**src/rtl/disp_regs_pkg.sv**
```systemverilog
package disp_regs_pkg;

  localparam int unsigned REG_W = 32;

  localparam logic [31:0] IX_ID        = 32'd0;
  localparam logic [31:0] IX_ENABLE    = 32'd1;
  localparam logic [31:0] IX_WIDTH     = 32'd2;
  localparam logic [31:0] IX_HEIGHT    = 32'd3;
  localparam logic [31:0] IX_MAXW      = 32'd4;
  localparam logic [31:0] IX_MAXH      = 32'd5;
  localparam logic [31:0] IX_BPP       = 32'd7;
  localparam logic [31:0] IX_BPL       = 32'd12;
  localparam logic [31:0] IX_CAPS      = 32'd17;
  localparam logic [31:0] IX_MEMSTART  = 32'd18;
  localparam logic [31:0] IX_MEMSIZE   = 32'd19;
  localparam logic [31:0] IX_CONFIG    = 32'd20;
  localparam logic [31:0] IX_SYNC      = 32'd21;
  localparam logic [31:0] IX_BUSY      = 32'd22;
  localparam logic [31:0] IX_GUEST     = 32'd23;
  localparam logic [31:0] IX_CURID     = 32'd24;
  localparam logic [31:0] IX_CURX      = 32'd25;
  localparam logic [31:0] IX_CURY      = 32'd26;
  localparam logic [31:0] IX_CURON     = 32'd27;
  localparam logic [31:0] IX_SCRSIZE   = 32'd29;
  localparam logic [31:0] SCRATCH_BASE = 32'd1792;

  localparam logic [23:0] ID_PREFIX = 24'h900000;
  localparam logic [31:0] ID_V0 = {ID_PREFIX, 8'd0};
  localparam logic [31:0] ID_V1 = {ID_PREFIX, 8'd1};
  localparam logic [31:0] ID_V2 = {ID_PREFIX, 8'd2};

  localparam logic [32:0] RING_MIN_SPAN = 33'd10240;

  typedef enum logic [4:0] {
    RS_ZERO, RS_ID, RS_ENABLE, RS_WIDTH, RS_HEIGHT, RS_MAXW, RS_MAXH,
    RS_BPP, RS_BPL, RS_CAPS, RS_MEMSTART, RS_MEMSIZE, RS_CONFIG,
    RS_BUSY, RS_GUEST, RS_CURID, RS_CURX, RS_CURY, RS_CURON,
    RS_SCRSIZE, RS_SCRATCH
  } rdSel_e;

  typedef struct packed {
    logic   wrId;
    logic   wrEnable;
    logic   wrWidth;
    logic   wrHeight;
    logic   wrDepth;
    logic   wrConfig;
    logic   wrSync;
    logic   wrGuest;
    logic   wrCurId;
    logic   wrCurX;
    logic   wrCurY;
    logic   wrCurOn;
    logic   wrScratch;
    rdSel_e rdSel;
  } regCmd_t;

endpackage

```
**src/rtl/disp_regs_ctrl.sv**
```systemverilog
module disp_regs_ctrl
  import disp_regs_pkg::*;
#(
  parameter int unsigned SCRATCH_WORDS = 16,
  localparam int unsigned SCR_IDX_W = (SCRATCH_WORDS > 1) ? $clog2(SCRATCH_WORDS) : 1
) (
  input  logic                 clk,
  input  logic                 rstN,
  input  logic                 valWr,
  input  logic                 valRd,
  input  logic [31:0]          curIndex,
  output regCmd_t              cmd,
  output logic [SCR_IDX_W-1:0] scratchIdx,
  output logic                 badReg
);

  localparam logic [31:0] SCRATCH_END = SCRATCH_BASE + 32'(SCRATCH_WORDS);

  logic   inWindow;
  logic   rdKnown;
  logic   wrKnown;
  rdSel_e sel;
  logic [31:0] offset;

  assign offset     = curIndex - SCRATCH_BASE;
  assign inWindow   = (curIndex >= SCRATCH_BASE) && (curIndex < SCRATCH_END);
  assign scratchIdx = offset[SCR_IDX_W-1:0];

  // Read decode: which source feeds the value port
  always_comb begin
    sel     = RS_ZERO;
    rdKnown = 1'b1;
    unique case (curIndex)
      IX_ID:       sel = RS_ID;
      IX_ENABLE:   sel = RS_ENABLE;
      IX_WIDTH:    sel = RS_WIDTH;
      IX_HEIGHT:   sel = RS_HEIGHT;
      IX_MAXW:     sel = RS_MAXW;
      IX_MAXH:     sel = RS_MAXH;
      IX_BPP:      sel = RS_BPP;
      IX_BPL:      sel = RS_BPL;
      IX_CAPS:     sel = RS_CAPS;
      IX_MEMSTART: sel = RS_MEMSTART;
      IX_MEMSIZE:  sel = RS_MEMSIZE;
      IX_CONFIG:   sel = RS_CONFIG;
      IX_SYNC:     sel = RS_BUSY;
      IX_BUSY:     sel = RS_BUSY;
      IX_GUEST:    sel = RS_GUEST;
      IX_CURID:    sel = RS_CURID;
      IX_CURX:     sel = RS_CURX;
      IX_CURY:     sel = RS_CURY;
      IX_CURON:    sel = RS_CURON;
      IX_SCRSIZE:  sel = RS_SCRSIZE;
      default: begin
        if (inWindow) sel = RS_SCRATCH;
        else          rdKnown = 1'b0;
      end
    endcase
  end

  // Write decode: one strobe per writable register
  always_comb begin
    cmd       = '0;
    cmd.rdSel = sel;
    wrKnown   = 1'b1;
    unique case (curIndex)
      IX_ID:     cmd.wrId     = valWr;
      IX_ENABLE: cmd.wrEnable = valWr;
      IX_WIDTH:  cmd.wrWidth  = valWr;
      IX_HEIGHT: cmd.wrHeight = valWr;
      IX_BPP:    cmd.wrDepth  = valWr;
      IX_CONFIG: cmd.wrConfig = valWr;
      IX_SYNC:   cmd.wrSync   = valWr;
      IX_GUEST:  cmd.wrGuest  = valWr;
      IX_CURID:  cmd.wrCurId  = valWr;
      IX_CURX:   cmd.wrCurX   = valWr;
      IX_CURY:   cmd.wrCurY   = valWr;
      IX_CURON:  cmd.wrCurOn  = valWr;
      default: begin
        if (inWindow) cmd.wrScratch = valWr;
        else          wrKnown = 1'b0;
      end
    endcase
  end

  always_ff @(posedge clk) begin
    if (!rstN) badReg <= 1'b0;
    else       badReg <= (valWr && !wrKnown) || (valRd && !rdKnown);
  end

endmodule

```
**src/rtl/disp_regs_dp.sv**
```systemverilog
module disp_regs_dp
  import disp_regs_pkg::*;
#(
  parameter int unsigned COLOR_DEPTH    = 24,
  parameter int unsigned MAX_W          = 2360,
  parameter int unsigned MAX_H          = 1770,
  parameter int unsigned SCRATCH_WORDS  = 16,
  parameter int unsigned RESET_W        = 640,
  parameter int unsigned RESET_H        = 480,
  parameter logic [31:0] CAPS_WORD      = 32'h0,
  parameter logic [31:0] MEM_START_ADDR = 32'hE0FF_0000,
  parameter logic [31:0] RING_BYTES     = 32'h0001_0000,
  localparam int unsigned SCR_IDX_W = (SCRATCH_WORDS > 1) ? $clog2(SCRATCH_WORDS) : 1
) (
  input  logic                 clk,
  input  logic                 rstN,
  input  logic                 idxWr,
  input  logic [31:0]          idxWdata,
  input  logic [31:0]          valWdata,
  input  regCmd_t              cmd,
  input  logic [SCR_IDX_W-1:0] scratchIdx,
  input  logic                 modeUpdate,
  input  logic [31:0]          ringMinIn,
  input  logic [31:0]          ringMaxIn,
  input  logic [31:0]          ringNextIn,
  input  logic [31:0]          ringStopIn,
  output logic [31:0]          curIndex,
  output logic [31:0]          valRdata,
  output logic                 enableOut,
  output logic                 configOut,
  output logic [31:0]          widthOut,
  output logic [31:0]          heightOut,
  output logic [31:0]          cursorIdOut,
  output logic [31:0]          cursorXOut,
  output logic [31:0]          cursorYOut,
  output logic                 cursorVisible,
  output logic [31:0]          ringBase,
  output logic [31:0]          ringLimit,
  output logic                 sizeChanged,
  output logic                 depthErr,
  output logic                 ringErr
);

  localparam logic [31:0] BPP_VAL   = 32'((COLOR_DEPTH + 7) & ~7);
  localparam logic [31:0] BYTES_PP  = 32'((COLOR_DEPTH + 7) >> 3);
  localparam logic [31:0] MAXW_VAL  = 32'(MAX_W);
  localparam logic [31:0] MAXH_VAL  = 32'(MAX_H);
  localparam logic [31:0] SCR_COUNT = 32'(SCRATCH_WORDS);

  logic [31:0] idReg;
  logic [31:0] widthPend;
  logic [31:0] heightPend;
  logic [31:0] guestReg;
  logic        busyFlag;
  logic [31:0] scratchMem [SCRATCH_WORDS];

  logic        wrNonZero;
  logic        alignOk;
  logic        maxOk;
  logic        spanOk;
  logic        ringOk;
  logic        idOk;
  logic [31:0] bplVal;

  assign wrNonZero = |valWdata;
  assign alignOk   = ((ringMinIn | ringMaxIn | ringNextIn | ringStopIn) & 32'd3) == 32'd0;
  assign maxOk     = ringMaxIn <= RING_BYTES;
  assign spanOk    = {1'b0, ringMaxIn} >= ({1'b0, ringMinIn} + RING_MIN_SPAN);
  assign ringOk    = alignOk && maxOk && spanOk;
  assign idOk      = (valWdata == ID_V0) || (valWdata == ID_V1) || (valWdata == ID_V2);
  assign bplVal    = BYTES_PP * widthPend;

  // Index register
  always_ff @(posedge clk) begin
    if (!rstN)      curIndex <= '0;
    else if (idxWr) curIndex <= idxWdata;
  end

  // Identity, enable and configuration
  always_ff @(posedge clk) begin
    if (!rstN) begin
      idReg     <= ID_V2;
      enableOut <= 1'b0;
      configOut <= 1'b0;
      ringBase  <= '0;
      ringLimit <= '0;
      ringErr   <= 1'b0;
    end else begin
      ringErr <= 1'b0;
      if (cmd.wrId && idOk) idReg <= valWdata;
      if (cmd.wrEnable) begin
        enableOut <= wrNonZero;
        if (!wrNonZero) configOut <= 1'b0;
      end
      if (cmd.wrConfig) begin
        if (!wrNonZero) begin
          configOut <= 1'b0;
        end else if (ringOk) begin
          configOut <= 1'b1;
          ringBase  <= ringMinIn;
          ringLimit <= ringMaxIn;
        end else begin
          ringErr <= 1'b1;
        end
      end
    end
  end

  // Mode registers: pending values, active copy on the update strobe
  always_ff @(posedge clk) begin
    if (!rstN) begin
      widthPend   <= 32'(RESET_W);
      heightPend  <= 32'(RESET_H);
      widthOut    <= 32'(RESET_W);
      heightOut   <= 32'(RESET_H);
      sizeChanged <= 1'b0;
      depthErr    <= 1'b0;
    end else begin
      sizeChanged <= 1'b0;
      depthErr    <= cmd.wrDepth && (valWdata != 32'(COLOR_DEPTH));
      if (cmd.wrWidth)  widthPend  <= valWdata;
      if (cmd.wrHeight) heightPend <= valWdata;
      if (modeUpdate && ((widthPend != widthOut) || (heightPend != heightOut))) begin
        widthOut    <= widthPend;
        heightOut   <= heightPend;
        sizeChanged <= 1'b1;
      end
    end
  end

  // Cursor, guest and sync
  always_ff @(posedge clk) begin
    if (!rstN) begin
      cursorIdOut   <= '0;
      cursorXOut    <= '0;
      cursorYOut    <= '0;
      cursorVisible <= 1'b0;
      guestReg      <= '0;
      busyFlag      <= 1'b0;
    end else begin
      if (cmd.wrCurId) cursorIdOut <= valWdata;
      if (cmd.wrCurX)  cursorXOut  <= valWdata;
      if (cmd.wrCurY)  cursorYOut  <= valWdata;
      if (cmd.wrCurOn) begin
        if (valWdata == 32'd1)      cursorVisible <= 1'b1;
        else if (valWdata == 32'd0) cursorVisible <= 1'b0;
      end
      if (cmd.wrGuest) guestReg <= valWdata;
      if (cmd.wrSync)  busyFlag <= wrNonZero;
    end
  end

  // Scratch window, one register per word
  for (genvar g = 0; g < SCRATCH_WORDS; g++) begin : gScratch
    always_ff @(posedge clk) begin
      if (!rstN)
        scratchMem[g] <= '0;
      else if (cmd.wrScratch && (32'(scratchIdx) == 32'(g)))
        scratchMem[g] <= valWdata;
    end
  end

  // Read mux
  always_comb begin
    unique case (cmd.rdSel)
      RS_ID:       valRdata = idReg;
      RS_ENABLE:   valRdata = {31'd0, enableOut};
      RS_WIDTH:    valRdata = widthPend;
      RS_HEIGHT:   valRdata = heightPend;
      RS_MAXW:     valRdata = MAXW_VAL;
      RS_MAXH:     valRdata = MAXH_VAL;
      RS_BPP:      valRdata = BPP_VAL;
      RS_BPL:      valRdata = bplVal;
      RS_CAPS:     valRdata = CAPS_WORD;
      RS_MEMSTART: valRdata = MEM_START_ADDR;
      RS_MEMSIZE:  valRdata = RING_BYTES;
      RS_CONFIG:   valRdata = {31'd0, configOut};
      RS_BUSY:     valRdata = {31'd0, busyFlag};
      RS_GUEST:    valRdata = guestReg;
      RS_CURID:    valRdata = cursorIdOut;
      RS_CURX:     valRdata = cursorXOut;
      RS_CURY:     valRdata = cursorYOut;
      RS_CURON:    valRdata = {31'd0, cursorVisible};
      RS_SCRSIZE:  valRdata = SCR_COUNT;
      RS_SCRATCH:  valRdata = scratchMem[scratchIdx];
      default:     valRdata = '0;
    endcase
  end

endmodule

```
**src/rtl/disp_index_regs.sv**
```systemverilog
module disp_index_regs
  import disp_regs_pkg::*;
#(
  parameter int unsigned COLOR_DEPTH    = 24,
  parameter int unsigned MAX_W          = 2360,
  parameter int unsigned MAX_H          = 1770,
  parameter int unsigned SCRATCH_WORDS  = 16,
  parameter int unsigned RESET_W        = 640,
  parameter int unsigned RESET_H        = 480,
  parameter logic [31:0] CAPS_WORD      = 32'h0,
  parameter logic [31:0] MEM_START_ADDR = 32'hE0FF_0000,
  parameter logic [31:0] RING_BYTES     = 32'h0001_0000
) (
  input  logic        clk,
  input  logic        rstN,
  input  logic        idxWr,
  input  logic [31:0] idxWdata,
  output logic [31:0] idxRdata,
  input  logic        valWr,
  input  logic        valRd,
  input  logic [31:0] valWdata,
  output logic [31:0] valRdata,
  input  logic        modeUpdate,
  input  logic [31:0] ringMinIn,
  input  logic [31:0] ringMaxIn,
  input  logic [31:0] ringNextIn,
  input  logic [31:0] ringStopIn,
  output logic        enableOut,
  output logic        configOut,
  output logic [31:0] widthOut,
  output logic [31:0] heightOut,
  output logic [31:0] cursorIdOut,
  output logic [31:0] cursorXOut,
  output logic [31:0] cursorYOut,
  output logic        cursorVisible,
  output logic [31:0] ringBase,
  output logic [31:0] ringLimit,
  output logic        sizeChanged,
  output logic        badReg,
  output logic        depthErr,
  output logic        ringErr
);

  localparam int unsigned SCR_IDX_W = (SCRATCH_WORDS > 1) ? $clog2(SCRATCH_WORDS) : 1;

  regCmd_t              cmd;
  logic [SCR_IDX_W-1:0] scratchIdx;
  logic [31:0]          curIndex;

  assign idxRdata = curIndex;

  disp_regs_ctrl #(
    .SCRATCH_WORDS(SCRATCH_WORDS)
  ) uCtrl (
    .clk       (clk),
    .rstN      (rstN),
    .valWr     (valWr),
    .valRd     (valRd),
    .curIndex  (curIndex),
    .cmd       (cmd),
    .scratchIdx(scratchIdx),
    .badReg    (badReg)
  );

  disp_regs_dp #(
    .COLOR_DEPTH   (COLOR_DEPTH),
    .MAX_W         (MAX_W),
    .MAX_H         (MAX_H),
    .SCRATCH_WORDS (SCRATCH_WORDS),
    .RESET_W       (RESET_W),
    .RESET_H       (RESET_H),
    .CAPS_WORD     (CAPS_WORD),
    .MEM_START_ADDR(MEM_START_ADDR),
    .RING_BYTES    (RING_BYTES)
  ) uDp (
    .clk          (clk),
    .rstN         (rstN),
    .idxWr        (idxWr),
    .idxWdata     (idxWdata),
    .valWdata     (valWdata),
    .cmd          (cmd),
    .scratchIdx   (scratchIdx),
    .modeUpdate   (modeUpdate),
    .ringMinIn    (ringMinIn),
    .ringMaxIn    (ringMaxIn),
    .ringNextIn   (ringNextIn),
    .ringStopIn   (ringStopIn),
    .curIndex     (curIndex),
    .valRdata     (valRdata),
    .enableOut    (enableOut),
    .configOut    (configOut),
    .widthOut     (widthOut),
    .heightOut    (heightOut),
    .cursorIdOut  (cursorIdOut),
    .cursorXOut   (cursorXOut),
    .cursorYOut   (cursorYOut),
    .cursorVisible(cursorVisible),
    .ringBase     (ringBase),
    .ringLimit    (ringLimit),
    .sizeChanged  (sizeChanged),
    .depthErr     (depthErr),
    .ringErr      (ringErr)
  );

endmodule

```
**config.mk**
```make
export PLATFORM = sky130hd
export DESIGN_NAME = disp_index_regs
export DESIGN_NICKNAME = d
export VERILOG_FILES = /design/src/rtl/disp_regs_pkg.sv /design/src/rtl/disp_regs_ctrl.sv /design/src/rtl/disp_regs_dp.sv /design/src/rtl/disp_index_regs.sv
export SDC_FILE = /design/constraint.sdc
export NUM_CORES = 2
export LEC_CHECK = 0
export BUFFER_PORTS_ARGS = -buffer_cell sky130_fd_sc_hd__buf_2
export CELL_PAD_IN_SITES_DETAIL_PLACEMENT = 0
export CELL_PAD_IN_SITES_GLOBAL_PLACEMENT = 1
export CORE_MARGIN = 2
export CORE_UTILIZATION = 30
export DETAILED_ROUTE_END_ITERATION = 8
export PLACE_DENSITY_LB_ADDON = 0.1
export SLEW_MARGIN = 30
export SYNTH_ARGS = -nofsm -noshare
export SYNTH_HDL_FRONTEND = slang
export SYNTH_HIERARCHICAL = 1
export SYNTH_SLANG_ARGS = --single-unit
export TNS_END_PERCENT = 100
```
**constraint.sdc**
```tcl
create_clock -name clk -period 9.7 [get_ports clk]
set_input_delay 0.97 -clock clk [delete_from_list [all_inputs] [get_ports clk]]
set_output_delay 0.97 -clock clk [all_outputs]
set_load 0.01 [all_outputs]
```
Word level (Yosys, flattened, before mapping)
Memories as Yosys holds them, arrays and structs flattened.
Index checks and enable logic that the tools add are counted.
{"block": "word_totals", "ff_bits": 392, "mem_bits_rw": 512, "inputBits": 198, "wordCells": 243, "memories": 1}
{"block": "classes", "add_sub_neg": 2, "n_mul": 1, "n_lt_le_gt_ge": 4, "eq_ne": 60, "muxes": 94, "n_bitwise": 19, "reduce_logical": 42}
{"name": "uDp.scratchMem", "depth": 16, "word_bits": 32, "read_ports": 1, "rd_ports_with_merged_regs": 0, "write_ports": 16, "line": "disp_regs_dp.sv:55", "text": "logic [31:0] scratchMem [SCRATCH_WORDS];"}
{"operator": "$pmux W32 S19", "count": 1}
{"operator": "$mux W32", "count": 16}
{"operator": "$eq A32 B5 Y1 const B", "count": 12}
{"operator": "$eq A32 B3 Y1 const B", "count": 3}
{"operator": "$eq A32 B32 Y1 const B", "count": 3}
{"operator": "$logic_not A32 Y1", "count": 3}
{"operator": "$pmux W5 S19", "count": 1}
{"operator": "$mux W1", "count": 75}
{"operator": "$eq A32 B1 Y1 const B", "count": 2}
{"operator": "$eq A32 B2 Y1 const B", "count": 2}
{"operator": "$ne A32 B32 Y1", "count": 2}
{"operator": "$eq A5 B4 Y1 const B", "count": 7}
{"operator": "$add A32 B14 Y33 const B", "count": 1}
{"operator": "$ge A32 B33 Y1", "count": 1}
{"operator": "$eq A32 B4 Y1 const B", "count": 1}
{"operator": "$eq A4 B4 Y1 const B", "count": 8}
{"operator": "$ge A32 B11 Y1 const B", "count": 1}
{"operator": "$le A32 B17 Y1 const B", "count": 1}
{"operator": "$lt A32 B11 Y1 const B", "count": 1}
{"operator": "$mul A2 B32 Y32 const A", "count": 1}
{"operator": "$ne A32 B5 Y1 const B", "count": 1}
{"operator": "$reduce_or A32 Y1", "count": 1}
{"operator": "$eq A5 B5 Y1 const B", "count": 5}
{"operator": "$logic_and A1 B1 Y1", "count": 24}
{"operator": "19 further kinds", "count": 49}

Longest topological paths before layout
{"block": "depth", "word_depth": 9, "mapped_depth": 17}

By module
Netlist, hierarchy kept.
{"mod": "disp_regs_dp", "n_inst": 1, "cells_each": 3459, "area_per_inst_um2": 42151.7, "seq_area_each_um2": 23202.3}
{"mod": "disp_regs_ctrl", "n_inst": 1, "cells_each": 99, "area_per_inst_um2": 621.8, "seq_area_each_um2": 20.0}

Worst setup path after synthesis
OpenSTA, ideal clock, no wires.
{"block": "synth_timing", "path_kind": "in2reg", "start": "in valWr", "end": "mem uDp.scratchMem[12][0] (enable)", "t_arrival_ns": 4.234, "required_time_ns": 9.234, "setup_slack_ns": 5.000, "path_stages": 5, "path_cell_list": "inv_1 > nor3_1 > or3b_2 > clkbuf_1 > o21ai_0"}
{"item": "start, declared", "line": "disp_index_regs.sv:19", "text": "input logic valWr,"}
{"item": "end, declared", "line": "disp_regs_dp.sv:55"}

==> metrics.md <==
| Metric | Value |
|---|---|
| Status | `complete, no violations` |
| DRT iter0 DRCs | `2,476` |
| Final Instance Area | `50,600 um^2` |
| Synth Flop Type | `edfxtp_1` |
| Largest family of logic cells by synthesized area | `multiplexers` |
| Critical Path Stages | `13` |
| Worst Max-Slew Pin Slew | `0.976 ns` |
| CP bufs+invs | `4` |
| NumNets Final | `4,136` |
| Synth unique cells | `74` |
| Syn Area/Cell | `12.0 um^2` |
| H-tree depth | `3` |
| CTS resizes | `0` |
| Kind of cell adding the most delay to the critical path | `simple AND/OR/NAND/NOR gates` |
| Post-synthesis compound-gate area fraction | `5.39%` |
| Reg2Reg Launch Point | `uDp/curIndex[14]` |
| Register area share after synthesis | `54.3%` |
| CTS tree | `built` |
| I/O Buffers | `432` |
| Critical path required time | `8.73 ns` |
| Detailed placement HPWL | `113,000 um` |
| Tightest Hold Check Type | `reg -> reg` |
| Initial antenna violation count | `18` |
| Yosys reg bits | `904` |
| Worst r2r dst | `uDp/scratchMem[6][22]` |
| Hold Fails Final Rpt | `0` |
| Routed via count | `29,600` |
| RSZ-0062 raised after global routing | `no` |
| Largest net degree at the start of global routing | `189` |
| Critical path origin | `uDp/curIndex[14]` |
| Max Slew Vio Count | `0` |
| FFs w/ async S/R, synth | `0%` |
| Worst skew pair latency | `0.72 ns` |
| Crit-path max FO | `18` |
| Hold buffers post-CTS | `0` |
| Share of cells above drive strength 1 | `22.9%` |
| GRT overflow | `0` |
| Post-synth EDFFs | `512` |
| Vias in the first global route | `29,100` |
| Fmax | `157 MHz` |
| Die H | `382 um` |
| Total die area | `146,000 um^2` |
| Initial DRT Pass Iterations | `9` |
| CTS Sinks | `904` |
| Worst Path Arrival | `5.38 ns` |
| Crit Path Category | `reg -> out` |
| Ports | `493` |
| Placeable Area | `142,000 um^2` |
| Worst-case vdd ir drop | `124 uV` |
| # DRC | `0` |
| Skew final | `0.0317 ns` |
| CP startpoint kind | `flop` |
| Post-synth top area share | `35.9%` |
| Layout fillers | `14,200` |
| Post-synthesis net count | `3,822` |
| Setup crit end | `valRdata[5]` |
| Drt via density | `5.06` |
| Post-Route WL | `167,000 um` |
| Yosys warns | `6` |
| Core Rows | `138` |
| CTS Buf Count | `105` |
| Simple-Gate Fraction of Synth Area | `16.3%` |
| Adder and majority cell fraction of the synthesized area | `1.95%` |
| TNS Setup | `0 ns` |
| Slowest stage delay, CP | `0.77 ns` |
| Syn Inst Count | `3,558` |
| Top cells by area, synth | `edfxtp_1 36%, dfxtp_1 18%, mux4_2 8.4%, mux2i_1 8.1%, and2_1 8.0%` |
| # Max-Cap Violations | `0` |
| Routed WL per cell | `28.5 um` |
| ANT nets after route | `0` |
| Clock period minus worst slack | `6.35 ns` |
| Power density cells | `169 nW/um^2` |
| Clk pin slew, worst setup/hold paths | `0.06 ns` |
| Final Cycle Share | `65.5%` |
| Worst slew margin | `34.9%` |
| R2R depth | `7` |
| Endpoints failing setup | `0` |
| CP Capture Type | `primary output` |
| Reg2Reg Setup Slack | `4.89 ns` |
| Syn Std Cell Area | `42,800 um^2` |
| Initial Util | `30.2%` |
| Post-Synth XOR/XNOR Area | `2.23%` |
| Clk buf depth | `3` |
| Post-DP Area | `47,200 um^2` |
| Largest area contributor in the netlist | `edfxtp_1` |
| First-pass GRT wire length | `232,000 um` |
| Die Wd | `382 um` |
| Root Buffer | `clkbuf_16` |
| Setup bufs post-CTS | `0` |
| Total track usage | `22.4%` |
| Cell leakage power | `19.4 nW` |
| CP cell instances | `nor4_1 -> and4_4 -> nand4_1 -> nor2_1 -> buf_4 -> inv_1 -> nor4_2 -> buf_4 -> a221oi_1 -> o21ai_0 -> a221oi_1 -> o211ai_1 -> buf_2` |
| Gpl congestion | `0.860` |
| Slowest CP cell | `nor4_2` |
| Area delta synth->final | `18.2%` |
| Multiplexer share of the synthesized area | `16.5%` |
[where the power goes]
part / switching, W / internal, W
Combinational: 0.000357 / 0.000187
Clock: 0.00167 / 0.00219
Sequential: 0.0000378 / 0.00412
Total: 0.00207 / 0.00649
[per-layer routing]
layer  up-vias  GRT usage, %  wire (um)
met5         -             0         54
met4         8          4.92       3010
met3       180          3.48       9450
met2       888          36.2      78200
met1     15000          31.6      76000
li1      13500             -          -
[cells in the mapped netlist, types with 16 or more instances]
library cell  count
a21o_1           25
a21oi_1          59
a221oi_1         18
a222oi_1         37
a22oi_1          18
and2_1          546
and3_1           18
buf_1            29
buf_2            23
clkbuf_1        231
dfxtp_1         392
edfxtp_1        512
ha_1             65
inv_1            32
mux2i_1         344
mux4_2          160
nand2_1         198
nand3_1          35
nand4_1          46
nor2_1          355
nor3_1           18
nor3b_1          16
nor4_1           26
o21ai_0          50
o21ai_1          23
xnor2_1          78
xor2_1           31
[flip-flops by register name, indices dropped and copies added, names as in the netlist, 32 cells and up]
name             flops
uDp/scratchMem     512
uDp/curIndex        32
uDp/cursorIdOut     32
uDp/cursorXOut      32
uDp/cursorYOut      32
uDp/guestReg        32
uDp/heightOut       32
uDp/heightPend      32
uDp/idReg           32
uDp/ringBase        32
uDp/ringLimit       32
uDp/widthOut        32
uDp/widthPend       32
[cell families after synthesis]
family,after synthesis
and+or+nand+nor,1323
DFF,904
muxes,506
buffers and inverters,335
AOI/OAI and AO/OA,315
xor gates and xnor gates,109
adders and majority gates,66
[cell usage in the layout (no fill, tap or decap), types with 31 or more instances in the layout]
cell type / Yosys / final
xor2_1: 31 / 31
xnor2_1: 78 / 78
buf_4: 8 / 65
a222oi_1: 37 / 37
dfxtp_1: 392 / 388
a21oi_1: 59 / 58
ha_1: 65 / 65
nand4_1: 46 / 46
clkbuf_1: 231 / 34
o21ai_0: 50 / 34
edfxtp_1: 512 / 512
buf_2: 23 / 430
inv_1: 32 / 31
and2_1: 546 / 546
mux4_2: 160 / 160
mux2i_1: 344 / 344
nand3_1: 35 / 35
nand2_1: 198 / 197
nor2_1: 355 / 330
clkbuf_16: 0 / 106
[how the worst min path moves through the flow]
stage | from | endpoint | slack, ns | depth (start not counted)
2_1_floorplan | uDp/idReg[31] | uDp/idReg[31] | 0.42 | 1
3_3_place_gp | uDp/idReg[31] | uDp/idReg[31] | 0.43 | 1
3_5_place_dp | uDp/idReg[31] | uDp/idReg[31] | 0.43 | 1
4_1_cts | idxWdata[10] | uDp/curIndex[10] | 0.42 | 3
5_1_grt | idxWdata[19] | uDp/curIndex[19] | 0.46 | 3
6_report | uDp/idReg[31] | uDp/idReg[31] | 0.46 | 1
[layout make-up]
| class | count | area (um^2) | share of cell area, % |
|---|---|---|---|
| flip-flops and latches | 904 | 23200 | 45.9 |
| clock buffers | 150 | 2920 | 5.77 |
| diodes | 10 | 25.0 | 0.0495 |
| repair buffers | 510 | 3000 | 5.93 |
| clock inverters | 37 | 348 | 0.688 |
| inverters | 32 | 128 | 0.252 |
| well taps | 1890 | 2360 | 4.68 |
| multi-input cells | 2319 | 18600 | 36.7 |
[stage by stage]
stage	hold slack, ns	std cells	setup slack [ns]	total power [W]	util [%]
after floorplan	0.415	3558	5.00	0.00453	-
after global placement	0.429	5644	3.79	0.00479	33.2
after detailed placement	0.434	5652	3.72	0.00480	33.3
after CTS	0.421	5839	3.03	0.00869	35.6
after global routing	0.461	5844	3.18	0.00885	35.7
final	0.456	5852	3.35	0.00856	35.7
Note: power is estimated with default switching activity, not from simulation.
